===== config.mk =====
export PLATFORM = sky130hd
export DESIGN_NAME = nand_cmd_seq
export DESIGN_NICKNAME = d
export VERILOG_FILES = /design/src/rtl/nand_seq_pkg.sv /design/src/rtl/nand_seq_decode.sv /design/src/rtl/nand_seq_pair.sv /design/src/rtl/nand_seq_wait.sv /design/src/rtl/nand_cmd_seq.sv
export SDC_FILE = /design/constraint.sdc
export NUM_CORES = 1
export LEC_CHECK = 0
export CAP_MARGIN = 40
export CORE_MARGIN = 2
export CORE_UTILIZATION = 30
export CTS_BUF_LIST = sky130_fd_sc_hd__clkbuf_16
export DETAILED_ROUTE_END_ITERATION = 7
export DONT_BUFFER_PORTS = 1
export PLACE_DENSITY = 0.47
export SLEW_MARGIN = 30
export SYNTH_ARGS = -nofsm -noshare
export SYNTH_HDL_FRONTEND = slang
export SYNTH_HIERARCHICAL = 1
export SYNTH_SLANG_ARGS = --single-unit

===== constraint.sdc =====
create_clock -name clk -period 4.54 [get_ports clk]
set_clock_uncertainty 0.05 [all_clocks]
set_input_delay 0.681 -clock clk [delete_from_list [all_inputs] [get_ports clk]]
set_output_delay 0.681 -clock clk [all_outputs]
set_load 0.005 [all_outputs]

===== src/rtl/nand_seq_pkg.sv =====
package nand_seq_pkg;

  localparam logic [7:0] OP_READ0    = 8'h00;
  localparam logic [7:0] OP_READ1    = 8'h01;
  localparam logic [7:0] OP_RNDOUT   = 8'h05;
  localparam logic [7:0] OP_PAGEPROG = 8'h10;
  localparam logic [7:0] OP_READSTRT = 8'h30;
  localparam logic [7:0] OP_READOOB  = 8'h50;
  localparam logic [7:0] OP_ERASE1   = 8'h60;
  localparam logic [7:0] OP_STATUS   = 8'h70;
  localparam logic [7:0] OP_SEQIN    = 8'h80;
  localparam logic [7:0] OP_READID   = 8'h90;
  localparam logic [7:0] OP_ERASE2   = 8'hD0;
  localparam logic [7:0] OP_RNDOSTRT = 8'hE0;

  localparam int PW_VALID  = 31;
  localparam int PW_CS     = 19;
  localparam int PW_RD     = 26;
  localparam int PW_WR     = 25;
  localparam int SW_ECC    = 30;
  localparam logic [31:0] SW_ISSUE = 32'h0000_0100;

  typedef enum logic [1:0] {
    CLS_PLAIN  = 2'd0,
    CLS_FIRST  = 2'd1,
    CLS_SECOND = 2'd2
  } nseq_class_e;

  typedef enum logic {
    ST_IDLE = 1'b0,
    ST_WAIT = 1'b1
  } nseq_state_e;

endpackage


===== src/rtl/nand_seq_decode.sv =====
module nand_seq_decode
  import nand_seq_pkg::*;
#(
  parameter int GEOM_W = 16,
  parameter int PAGE_W = 24,
  parameter int DEV_W  = 40
) (
  input  logic [7:0]        op_i,
  input  logic              has_col_i,
  input  logic [GEOM_W-1:0] col_i,
  input  logic              has_page_i,
  input  logic [PAGE_W-1:0] page_i,
  input  logic              cs_i,
  input  logic [GEOM_W-1:0] page_bytes_i,
  input  logic [GEOM_W-1:0] spare_bytes_i,
  input  logic [DEV_W-1:0]  dev_bytes_i,
  input  logic [31:0]       ctl2_i,
  output logic [31:0]       prim_o,
  output logic [31:0]       sec_o,
  output logic [GEOM_W-1:0] addr1_o,
  output logic [PAGE_W-1:0] addr2_o,
  output logic              addr_used_o,
  output logic [GEOM_W:0]   dlen_o,
  output nseq_class_e       cls_o
);

  localparam int DLEN_W = GEOM_W + 1;

  logic [7:0]        eff_op;
  logic [GEOM_W-1:0] eff_col;
  logic              col_present;
  logic              large_page;
  logic              extra_cycle;
  logic              rewrite_oob;
  logic              is_rd;
  logic              is_wr;
  logic              is_short;
  logic [2:0]        n_cyc;
  logic [DEV_W-1:0]  page_span;

  always_comb begin
    page_span   = {{(DEV_W-GEOM_W){1'b0}}, page_bytes_i} << 16;
    extra_cycle = dev_bytes_i > page_span;
    large_page  = page_bytes_i > GEOM_W'(512);
    rewrite_oob = (op_i == OP_READOOB) && large_page;
    eff_op      = rewrite_oob ? OP_READ0 : op_i;
    eff_col     = has_col_i ? col_i : '0;
    if (rewrite_oob) eff_col = eff_col + page_bytes_i;
    col_present = has_col_i || rewrite_oob;

    is_short = (eff_op == OP_READID) || (eff_op == OP_STATUS);
    is_rd    = is_short || (eff_op == OP_READ0) || (eff_op == OP_READ1) ||
               (eff_op == OP_READOOB) || (eff_op == OP_RNDOUT);
    is_wr    = (eff_op == OP_SEQIN);

    n_cyc = 3'd0;
    if (col_present) begin
      n_cyc = 3'd2;
      if (has_page_i) n_cyc = extra_cycle ? 3'd5 : 3'd4;
    end else if (has_page_i) begin
      n_cyc = extra_cycle ? 3'd3 : 3'd2;
    end
    if (is_short) n_cyc = 3'd1;

    addr_used_o = col_present || has_page_i;
    if (col_present) begin
      addr1_o = eff_col;
      addr2_o = page_i;
    end else begin
      addr1_o = page_i[GEOM_W-1:0];
      addr2_o = page_i >> GEOM_W;
    end

    prim_o           = '0;
    prim_o[PW_VALID] = 1'b1;
    prim_o[7:0]      = eff_op;
    prim_o[PW_CS]    = cs_i;
    prim_o[PW_RD]    = is_rd;
    prim_o[PW_WR]    = is_wr;
    if (n_cyc != 3'd0) prim_o[30:27] = {1'b1, n_cyc - 3'd1};

    if (is_short)
      dlen_o = DLEN_W'(4);
    else if (is_rd || is_wr)
      dlen_o = {1'b0, page_bytes_i} + {1'b0, spare_bytes_i} - {1'b0, eff_col};
    else
      dlen_o = '0;

    if (eff_op == OP_RNDOUT)
      sec_o = ctl2_i | SW_ISSUE | {24'd0, OP_RNDOSTRT};
    else if ((eff_op == OP_READ0) && large_page)
      sec_o = ctl2_i | SW_ISSUE | {24'd0, OP_READSTRT};
    else
      sec_o = '0;

    if ((op_i == OP_SEQIN) || (op_i == OP_ERASE1))
      cls_o = CLS_FIRST;
    else if ((op_i == OP_PAGEPROG) || (op_i == OP_ERASE2))
      cls_o = CLS_SECOND;
    else
      cls_o = CLS_PLAIN;
  end

endmodule


===== src/rtl/nand_seq_pair.sv =====
module nand_seq_pair #(
  parameter int GEOM_W = 16
) (
  input  logic            clk,
  input  logic            rst_n,
  input  logic            store_i,
  input  logic            consume_i,
  input  logic [31:0]     prim_i,
  input  logic [GEOM_W:0] dlen_i,
  output logic            pending_o,
  output logic [31:0]     prim_o,
  output logic [GEOM_W:0] dlen_o
);

  logic            pend_q, pend_d;
  logic [31:0]     prim_q;
  logic [GEOM_W:0] dlen_q;

  always_comb begin
    pend_d = pend_q;
    if (store_i)        pend_d = 1'b1;
    else if (consume_i) pend_d = 1'b0;
  end

  always_ff @(posedge clk or negedge rst_n) begin
    if (!rst_n) begin
      pend_q <= 1'b0;
      prim_q <= '0;
      dlen_q <= '0;
    end else begin
      pend_q <= pend_d;
      if (store_i) begin
        prim_q <= prim_i;
        dlen_q <= dlen_i;
      end
    end
  end

  assign pending_o = pend_q;
  assign prim_o    = prim_q;
  assign dlen_o    = dlen_q;

  // a first half and its confirm never share one acceptance
  a_r8_store_consume_apart: assert property (@(posedge clk) disable iff (!rst_n)
    !(store_i && consume_i));

  // a consumed pair leaves nothing held
  a_r8_consume_releases: assert property (@(posedge clk) disable iff (!rst_n)
    consume_i |=> !pend_q);

endmodule


===== src/rtl/nand_seq_wait.sv =====
module nand_seq_wait #(
  parameter int POLL_LIMIT = 500000
) (
  input  logic clk,
  input  logic rst_n,
  input  logic start_i,
  input  logic active_i,
  input  logic tick_i,
  input  logic hit_i,
  output logic finish_o,
  output logic expired_o
);

  localparam int CNT_W = $clog2(POLL_LIMIT + 1);
  localparam logic [CNT_W-1:0] LAST = CNT_W'(POLL_LIMIT - 1);

  logic [CNT_W-1:0] cnt_q, cnt_d;
  logic             cnt_en;
  logic             at_last;

  always_comb begin
    at_last   = (cnt_q == LAST);
    expired_o = active_i && !hit_i && tick_i && at_last;
    finish_o  = active_i && (hit_i || expired_o);
    cnt_en    = start_i || (active_i && tick_i && !hit_i && !at_last);
    cnt_d     = start_i ? '0 : cnt_q + CNT_W'(1);
  end

  always_ff @(posedge clk or negedge rst_n) begin
    if (!rst_n)      cnt_q <= '0;
    else if (cnt_en) cnt_q <= cnt_d;
  end

  // the poll counter stays inside its window
  a_r11_poll_window: assert property (@(posedge clk) disable iff (!rst_n)
    cnt_q <= LAST);

endmodule


===== src/rtl/nand_cmd_seq.sv =====
module nand_cmd_seq
  import nand_seq_pkg::*;
#(
  parameter int GEOM_W     = 16,
  parameter int PAGE_W     = 24,
  parameter int DEV_W      = 40,
  parameter int POLL_LIMIT = 500000
) (
  input  logic              clk,
  input  logic              rst_n,
  input  logic              req_valid,
  output logic              req_ready,
  input  logic [7:0]        req_opcode,
  input  logic              req_has_col,
  input  logic [GEOM_W-1:0] req_col,
  input  logic              req_has_page,
  input  logic [PAGE_W-1:0] req_page,
  input  logic              req_cs,
  input  logic              req_ecc_gen,
  input  logic [GEOM_W-1:0] cfg_page_bytes,
  input  logic [GEOM_W-1:0] cfg_spare_bytes,
  input  logic [DEV_W-1:0]  cfg_dev_bytes,
  input  logic [31:0]       cfg_ctl2,
  input  logic              cfg_use_dma,
  input  logic              us_tick,
  input  logic              cmp_flag,
  input  logic              dma_flag,
  output logic [31:0]       prim_word,
  output logic [31:0]       sec_word,
  output logic              sec_load,
  output logic [GEOM_W-1:0] addr1,
  output logic [PAGE_W-1:0] addr2,
  output logic              addr_load,
  output logic [GEOM_W:0]   data_len,
  output logic              launch,
  output logic              done_ack,
  output logic              busy,
  output logic              timeout
);

  nseq_state_e       state_q, state_d;
  logic [31:0]       prim_q, prim_d, sec_q, sec_d;
  logic [GEOM_W-1:0] addr1_q;
  logic [PAGE_W-1:0] addr2_q;
  logic [GEOM_W:0]   dlen_q, dlen_d;
  logic              launch_q, launch_d;
  logic              sec_ld_q, sec_ld_d;
  logic              addr_ld_q, addr_ld_d;
  logic              ack_q, ack_d;
  logic              tmo_q, tmo_d;
  logic              rd_q, rd_d;
  logic              cmd_en, addr_en;

  logic [31:0]       dec_prim, dec_sec;
  logic [GEOM_W-1:0] dec_addr1;
  logic [PAGE_W-1:0] dec_addr2;
  logic              dec_addr_used;
  logic [GEOM_W:0]   dec_dlen;
  nseq_class_e       dec_cls;

  logic              accept, store, consume, start;
  logic              pend;
  logic [31:0]       held_prim;
  logic [GEOM_W:0]   held_dlen;
  logic              hit, finish, expired;

  nand_seq_decode #(.GEOM_W(GEOM_W), .PAGE_W(PAGE_W), .DEV_W(DEV_W)) u_decode (
    .op_i          (req_opcode),
    .has_col_i     (req_has_col),
    .col_i         (req_col),
    .has_page_i    (req_has_page),
    .page_i        (req_page),
    .cs_i          (req_cs),
    .page_bytes_i  (cfg_page_bytes),
    .spare_bytes_i (cfg_spare_bytes),
    .dev_bytes_i   (cfg_dev_bytes),
    .ctl2_i        (cfg_ctl2),
    .prim_o        (dec_prim),
    .sec_o         (dec_sec),
    .addr1_o       (dec_addr1),
    .addr2_o       (dec_addr2),
    .addr_used_o   (dec_addr_used),
    .dlen_o        (dec_dlen),
    .cls_o         (dec_cls)
  );

  assign accept  = req_valid && (state_q == ST_IDLE);
  assign store   = accept && (dec_cls == CLS_FIRST);
  assign consume = accept && (dec_cls == CLS_SECOND) && pend;
  assign start   = accept && (dec_cls != CLS_FIRST);

  nand_seq_pair #(.GEOM_W(GEOM_W)) u_pair (
    .clk       (clk),
    .rst_n     (rst_n),
    .store_i   (store),
    .consume_i (consume),
    .prim_i    (dec_prim),
    .dlen_i    (dec_dlen),
    .pending_o (pend),
    .prim_o    (held_prim),
    .dlen_o    (held_dlen)
  );

  assign hit = (rd_q && cfg_use_dma) ? dma_flag : cmp_flag;

  nand_seq_wait #(.POLL_LIMIT(POLL_LIMIT)) u_wait (
    .clk       (clk),
    .rst_n     (rst_n),
    .start_i   (start),
    .active_i  (state_q == ST_WAIT),
    .tick_i    (us_tick),
    .hit_i     (hit),
    .finish_o  (finish),
    .expired_o (expired)
  );

  // next-state process
  always_comb begin
    state_d   = state_q;
    prim_d    = prim_q;
    sec_d     = sec_q;
    dlen_d    = dlen_q;
    rd_d      = rd_q;
    tmo_d     = tmo_q;
    launch_d  = 1'b0;
    sec_ld_d  = 1'b0;
    addr_ld_d = 1'b0;
    ack_d     = 1'b0;
    cmd_en    = 1'b0;
    addr_en   = 1'b0;

    if (accept) begin
      tmo_d     = 1'b0;
      addr_en   = dec_addr_used;
      addr_ld_d = dec_addr_used;
      sec_ld_d  = 1'b1;
      if (dec_cls == CLS_FIRST) begin
        sec_d = '0;
      end else begin
        cmd_en   = 1'b1;
        launch_d = 1'b1;
        state_d  = ST_WAIT;
        if (consume) begin
          prim_d = held_prim;
          dlen_d = held_dlen;
          sec_d  = cfg_ctl2 | (32'(req_ecc_gen) << SW_ECC) | SW_ISSUE | {24'd0, req_opcode};
        end else begin
          prim_d = dec_prim;
          dlen_d = dec_dlen;
          sec_d  = dec_sec;
        end
        rd_d = prim_d[PW_RD];
      end
    end else if ((state_q == ST_WAIT) && finish) begin
      state_d  = ST_IDLE;
      ack_d    = 1'b1;
      sec_ld_d = 1'b1;
      sec_d    = cfg_ctl2 & ~(32'd1 << SW_ECC);
      tmo_d    = expired;
    end
  end

  // register process
  always_ff @(posedge clk or negedge rst_n) begin
    if (!rst_n) begin
      state_q   <= ST_IDLE;
      prim_q    <= '0;
      sec_q     <= '0;
      addr1_q   <= '0;
      addr2_q   <= '0;
      dlen_q    <= '0;
      rd_q      <= 1'b0;
      tmo_q     <= 1'b0;
      launch_q  <= 1'b0;
      sec_ld_q  <= 1'b0;
      addr_ld_q <= 1'b0;
      ack_q     <= 1'b0;
    end else begin
      state_q   <= state_d;
      tmo_q     <= tmo_d;
      launch_q  <= launch_d;
      sec_ld_q  <= sec_ld_d;
      addr_ld_q <= addr_ld_d;
      ack_q     <= ack_d;
      if (sec_ld_d) sec_q <= sec_d;
      if (cmd_en) begin
        prim_q <= prim_d;
        dlen_q <= dlen_d;
        rd_q   <= rd_d;
      end
      if (addr_en) begin
        addr1_q <= dec_addr1;
        addr2_q <= dec_addr2;
      end
    end
  end

  assign req_ready = (state_q == ST_IDLE);
  assign busy      = (state_q == ST_WAIT);
  assign prim_word = prim_q;
  assign sec_word  = sec_q;
  assign sec_load  = sec_ld_q;
  assign addr1     = addr1_q;
  assign addr2     = addr2_q;
  assign addr_load = addr_ld_q;
  assign data_len  = dlen_q;
  assign launch    = launch_q;
  assign done_ack  = ack_q;
  assign timeout   = tmo_q;

  // every launched word is marked valid
  a_r1_launch_valid: assert property (@(posedge clk) disable iff (!rst_n)
    launch_q |-> prim_word[PW_VALID]);

  // a launched word never asks for both directions
  a_r2_one_direction: assert property (@(posedge clk) disable iff (!rst_n)
    launch_q |-> !(prim_word[PW_RD] && prim_word[PW_WR]));

  // a non-zero cycle count always carries its marker bit
  a_r3_count_marker: assert property (@(posedge clk) disable iff (!rst_n)
    (launch_q && (prim_word[29:27] != 3'd0)) |-> prim_word[30]);

  // a held first half neither launches nor raises busy
  a_r7_first_held: assert property (@(posedge clk) disable iff (!rst_n)
    store |=> (!launch_q && !busy));

  // nothing launches out of the busy state
  a_r13_hold_off: assert property (@(posedge clk) disable iff (!rst_n)
    busy |=> !launch_q);

  // an acknowledged command leaves the block idle and ready
  a_r10_ack_idle: assert property (@(posedge clk) disable iff (!rst_n)
    done_ack |-> (!busy && req_ready));

  // every ending reloads the secondary word with ECC generation off
  a_r12_restore: assert property (@(posedge clk) disable iff (!rst_n)
    done_ack |-> (sec_load && !sec_word[SW_ECC]));

endmodule


# Yosys cells after proc, flatten, opt, wreduce, memory -nomap -nowiden
# Cells that the tools add are included.
[word_totals]
inputBits = 163
output_inout_bits = 128
ff_bits = 181
elab_cells = 119
[op_classes]
magnitude_cmp = 2
eq_ne = 16
bitwise_logic = 4
mux = 39
reduce_logical = 37
addsub = 5
[ops]
columns = ["op", "n"]
rows = [
  ["$mux 32", 7],
  ["$mux 17", 3],
  ["$mux 16", 3],
  ["$gt 40x32->1", 1],
  ["$eq 8x7->1 const B", 4],
  ["$eq 8x8->1 const B", 4],
  ["$or 32x31->32", 1],
  ["$or 32x8->32", 1],
  ["$mux 24", 1],
  ["$add 19x1->19 const B", 1],
  ["$eq 19x19->1 const B", 1],
  ["$mux 19", 1],
  ["$add 16x16->17", 1],
  ["$sub 17x16->17", 1],
  ["$add 16x16->16", 1],
  ["$gt 16x10->1 const B", 1],
  ["$logic_and 1x1->1", 16],
  ["$mux 1", 16],
  ["$logic_or 1x1->1", 12],
  ["$mux 3", 4],
  ["$eq 8x1->1 const B", 1],
  ["$eq 8x3->1 const B", 1],
  ["$eq 8x5->1 const B", 1],
  ["$logic_not 8->1", 1],
  ["other kinds (14)", 19],
]

# Longest topological paths before layout
[depth]
ltp_word = 13
mapped_depth = 22
depth_no_buf = 22

# By module
# Netlist, hierarchy kept.
[by_module_without_submodules]
columns = ["mod", "instances", "cells_each", "seq_area_each_um2", "area_each_um2"]
rows = [
  ["nand_cmd_seq", 1, 597, 3178.0, 6321.1],
  ["nand_seq_decode", 1, 527, 0.0, 3653.5],
  ["nand_seq_pair", 1, 107, 1251.2, 2109.5],
  ["nand_seq_wait", 1, 114, 475.5, 1072.3],
]

# Worst setup path before layout
# No wires, ideal clock.
[synth_path]
path_kind = "input -> register"
start = "input req_col[0]"
end = "register u_pair.dlen_q[16] (netlist: u_pair/dlen_o[16])"
path_slack_ns = -0.339
stages = 20
path_buffers = 0
t_required_ns = 4.365
arrival_ns = 4.704
setup_ns = 0.125
path_cell_list = "and2_1 -> ha_1 -> fa_1 -> a21o_1 -> a21oi_1 -> o21bai_1 -> a21oi_1 -> xor2_1 -> o21ai_0 -> fa_1 -> inv_1 -> ha_1 -> a211o_2 -> o311ai_2 -> a21oi_1 -> a41o_1 -> o41ai_2 -> xnor2_1 -> nor2_1 -> mux2_4"
[synth_between]
elab_chain_len = 6
[synth_lines]
columns = ["element", "line_no", "rtl"]
rows = [
  ["from (decl)", "nand_cmd_seq.sv:15", "input logic [GEOM_W-1:0] req_col,"],
  ["$mux 16 *", "nand_seq_decode.sv:47", "eff_col = has_col_i ? col_i : '0;"],
  ["$add 16x16->16", "nand_seq_decode.sv:48", "if (rewrite_oob) eff_col = eff_col + page_bytes_i;"],
  ["$mux 16 *", "nand_seq_decode.sv:48", ""],
  ["$sub 17x16->17 *", "nand_seq_decode.sv:85", "dlen_o = {1'b0, page_bytes_i} + {1'b0, spare_bytes_i} - {1'b0, eff_col};"],
  ["$mux 17 *", "nand_seq_decode.sv:84", "else if (is_rd || is_wr)"],
  ["$mux 17 *", "nand_seq_decode.sv:82", "if (is_short)"],
  ["net dec_dlen[16]", "nand_cmd_seq.sv:58", "logic [GEOM_W:0] dec_dlen;"],
  ["to (signal assigned)", "nand_seq_pair.sv:34", "dlen_q <= dlen_i;"],
  ["to (decl)", "nand_seq_pair.sv:17", "logic [GEOM_W:0] dlen_q;"],
]
# Mark *: on every way through the listed nets, which the timed path passes. The rest lies on a longest branch.
# A chain may end at the register's enable or synchronous reset.

# Worst setup path after layout
# Same ends and word-level chain as after synthesis.

==> metrics <==
run status finished with violations; violated checks negative hold slack; count leader, synth dfrtp_1; global-route wire length before repair about 60000 um; routed wire length per instance 20.2 um; fin crit share a little over nine tenths; synthesis warning total 6; min Tclk post-route 4.33 ns; Max clock buf depth 2; CTS tree yes; reg2reg path depth 9; DRC viols 0; CP max stage cell fa_1; Die X-Extent ~210 um; Slew Limit Fails 0; Finished Layout Cells 1972; Lkg Pwr between 6 and 7 nW; Worst-Margin Slew 0.833 ns; setup slack, reg-to-reg 1.18 ns; Fmax ~0.23 GHz; Fin. Hold Viols 196; via density per instance ~5; Switch Pwr roughly 2.4 mW; Placed Area 14200 um2; Final Power 6.43 mW; critical path class primary input to register; share of Yosys cell area claimed by the top area cell type between 30% and 40%; clock buffer count from CTS 17; Root Driver clkbuf_16; clk slew on worst S/H paths 0.08 ns; DR vias 10000; mapped cell area between 10000 and 15000 um2; Nets 1605; IO Pins 291; layout cells sized above 1 21.8%; syn_area_per_cell 9.78 um2; Comb power frac 30.0%; critical path required time 4.86 ns; Inst Count DP 1936; floorplan row count 76; Max IR drop VDD approximately 0.00026 V; CP dominant cell by count a21oi_2; CP Max Fanout 3; most common library cells after synthesis 196 x dfrtp_1, 83 x a21oi_1, 80 x inv_1; number of max-cap violations 0; Cells after Synth 1345; port buffer count 0; Post-synth EDFFs 0; finished layout cell area 14900 um2; H-Tree Depth 4; Clk Latency, worst-skew pair 0.49 ns; post-layout util 34.4%; Post-synth ARST share between 90% and 100%; drt pass-1 iters 5; gp weighted congestion 0.821; Layout area overhead 12.9%; Starting Density 30.5%; CP cell instances and2_4, ha_4, fa_2, a21o_1, a21oi_4, o21bai_1, a21oi_2, xor2_1, o21ai_2, fa_1, inv_1, ha_2, a211o_2, o311ai_4, a21oi_2, a41o_1, o41ai_2, xnor2_1, nor2_1, mux2_4; largest net degree at the start of global routing 197; RR Startpoint prim_word[26]; RSZ-0062 raised after global routing true; Switching Fraction 37.8%; DR iter-0 viols 479; Antenna Violating Nets Remaining 0; gr usage total roughly 18%; antenna violations before repair 3; dpl ws -0.636 ns; top post-synthesis cells by area dfrtp_1 37%, mux2_4 5.6%, ha_1 5.0%; WHS -0.176 ns; final setup fails 0; routed wire length about 40000 um; core area 43200 um2; clock power share 24.9%; sequential power share 45.1%; #FFs+latches synth 196; CTS Sinks 196; sequential cell area fraction in the yosys report 37.3%; Worst path max stage delay ~0.48 ns; number of distinct library cells after synthesis between 70 and 80; post-route setup slack 0.208 ns; FILL cells 4468; Die Height 213 um; Main synth FF type dfrtp_1; PD cells 433 nW/um2; GRT overflow 0; DP HPWL ~28000 um; Fin Setup TNS 0 ns; CP endpoint kind register; type of origin of the critical path primary input; vias in the first global route 10000; post-synth top area cell dfrtp_1; Crit Reg-Reg Endpoint sec_word[5]; Internal 4.00 mW; Rel. slew slack 44.5%; crit path DAT 4.65 ns; die area 45500 um2; min-delay worst type primary input to asynchronous set/reset pin
critical path: cells and delay by family:
family | cells | cell delay, ns
compound gates | 10 | 1.90
simple gates | 2 | 0.23
fa+ha+maj | 4 | 1.17
mux | 1 | 0.26
xor+xnor | 2 | 0.36
buf+inv | 1 | 0.04
cell families after synthesis:
group	after synthesis	share of synthesized area, %
multiplexers	166	15.0
buffers and inverters	195	7.92
AND/OR/NAND/NOR	359	14.4
flip-flops	196	37.3
XOR/XNOR	40	2.66
adder cells (fa/ha/maj)	70	7.63
other	2	0.0571
AO/OA/AOI/OAI	317	15.1
cells in the final DEF, fill, tap and decap left out, types with 5 or more instances in the layout:
cell / count
nor2b_1: 22
or2_2: 12
clkbuf_16: 17
o21ai_1: 11
xnor2_1: 15
nand3_1: 59
o21a_1: 7
mux2_4: 49
xor2_1: 25
and3_1: 5
nand3b_1: 11
conb_1: 17
a21o_1: 24
nand4_1: 11
a21oi_1: 77
inv_1: 80
nor2_1: 66
nor3_1: 13
a21oi_2: 5
buf_4: 101
o21ai_0: 67
nor4_1: 10
a211oi_1: 13
and4_1: 5
and2_1: 44
mux2_2: 52
fa_1: 15
ha_1: 47
o221ai_1: 25
o211ai_1: 5
nand2_1: 68
a31oi_1: 55
mux2i_1: 63
dfrtp_1: 196
state kept, by name, indices dropped and copies added, names as in the netlist:
name and cells:
addr1 16, addr2 24, addr_load 1, busy 1, data_len 17, done_ack 1
launch 1, prim_word 32, sec_load 1, sec_word 32, timeout 1, u_pair/dlen_o 17
u_pair/pending_o 1, u_pair/prim_o 32, u_wait/cnt_q 19
per-layer routing:
| layer | wire (um) | track usage [%] | vias up |
|---|---|---|---|
| met5 | 13 | 0 | - |
| met4 | 900 | 6.75 | 2 |
| met3 | 2760 | 5.92 | 44 |
| met2 | 18800 | 28.3 | 250 |
| met1 | 17300 | 21.9 | 4945 |
| li1 | - | - | 4807 |
power by group through the flow:
stage	logic [mW]	registers, mW	clock network (mW)
floorplan	1.49	2.69	0
global placement	1.87	2.95	0
detailed placement	1.92	2.95	0
CTS	1.93	2.92	1.67
global route	2.15	2.98	1.73
finish	1.93	2.90	1.60
worst max path at each step:
stage                            from                 to  slack, ns
floorplan                  req_col[0]  u_pair/dlen_o[16]      -0.09
global placement    cfg_page_bytes[1]       data_len[15]      -0.53
detailed placement  cfg_page_bytes[1]       data_len[15]      -0.64
CTS                 cfg_page_bytes[1]       data_len[16]       0.02
global route               req_col[1]       data_len[16]      -0.06
finish                     req_col[0]  u_pair/dlen_o[16]       0.21
what timing repair did:
| action | 4_1_cts | 5_1_grt |
|---|---|---|
| gates resized for setup | 3 | 18 |
| buffers inserted | 0 | 2 |
| endpoints found under the setup margin | 6 | 11 |
| hold endpoints to repair | 196 | 196 |
| pin swaps | 0 | 14 |
cell type report:
class	instances	area (um2)	share of cell area, %
multi-input cells	969	7450	50.2
repair buffers	106	861	5.80
inverters	82	308	2.07
clock buffers	17	425	2.86
clock inverters	15	166	1.12
well taps	585	732	4.93
diodes	2	5.00	0.0337
flip-flops and latches	196	4900	33.0
Power figures use the tool's default switching activity.
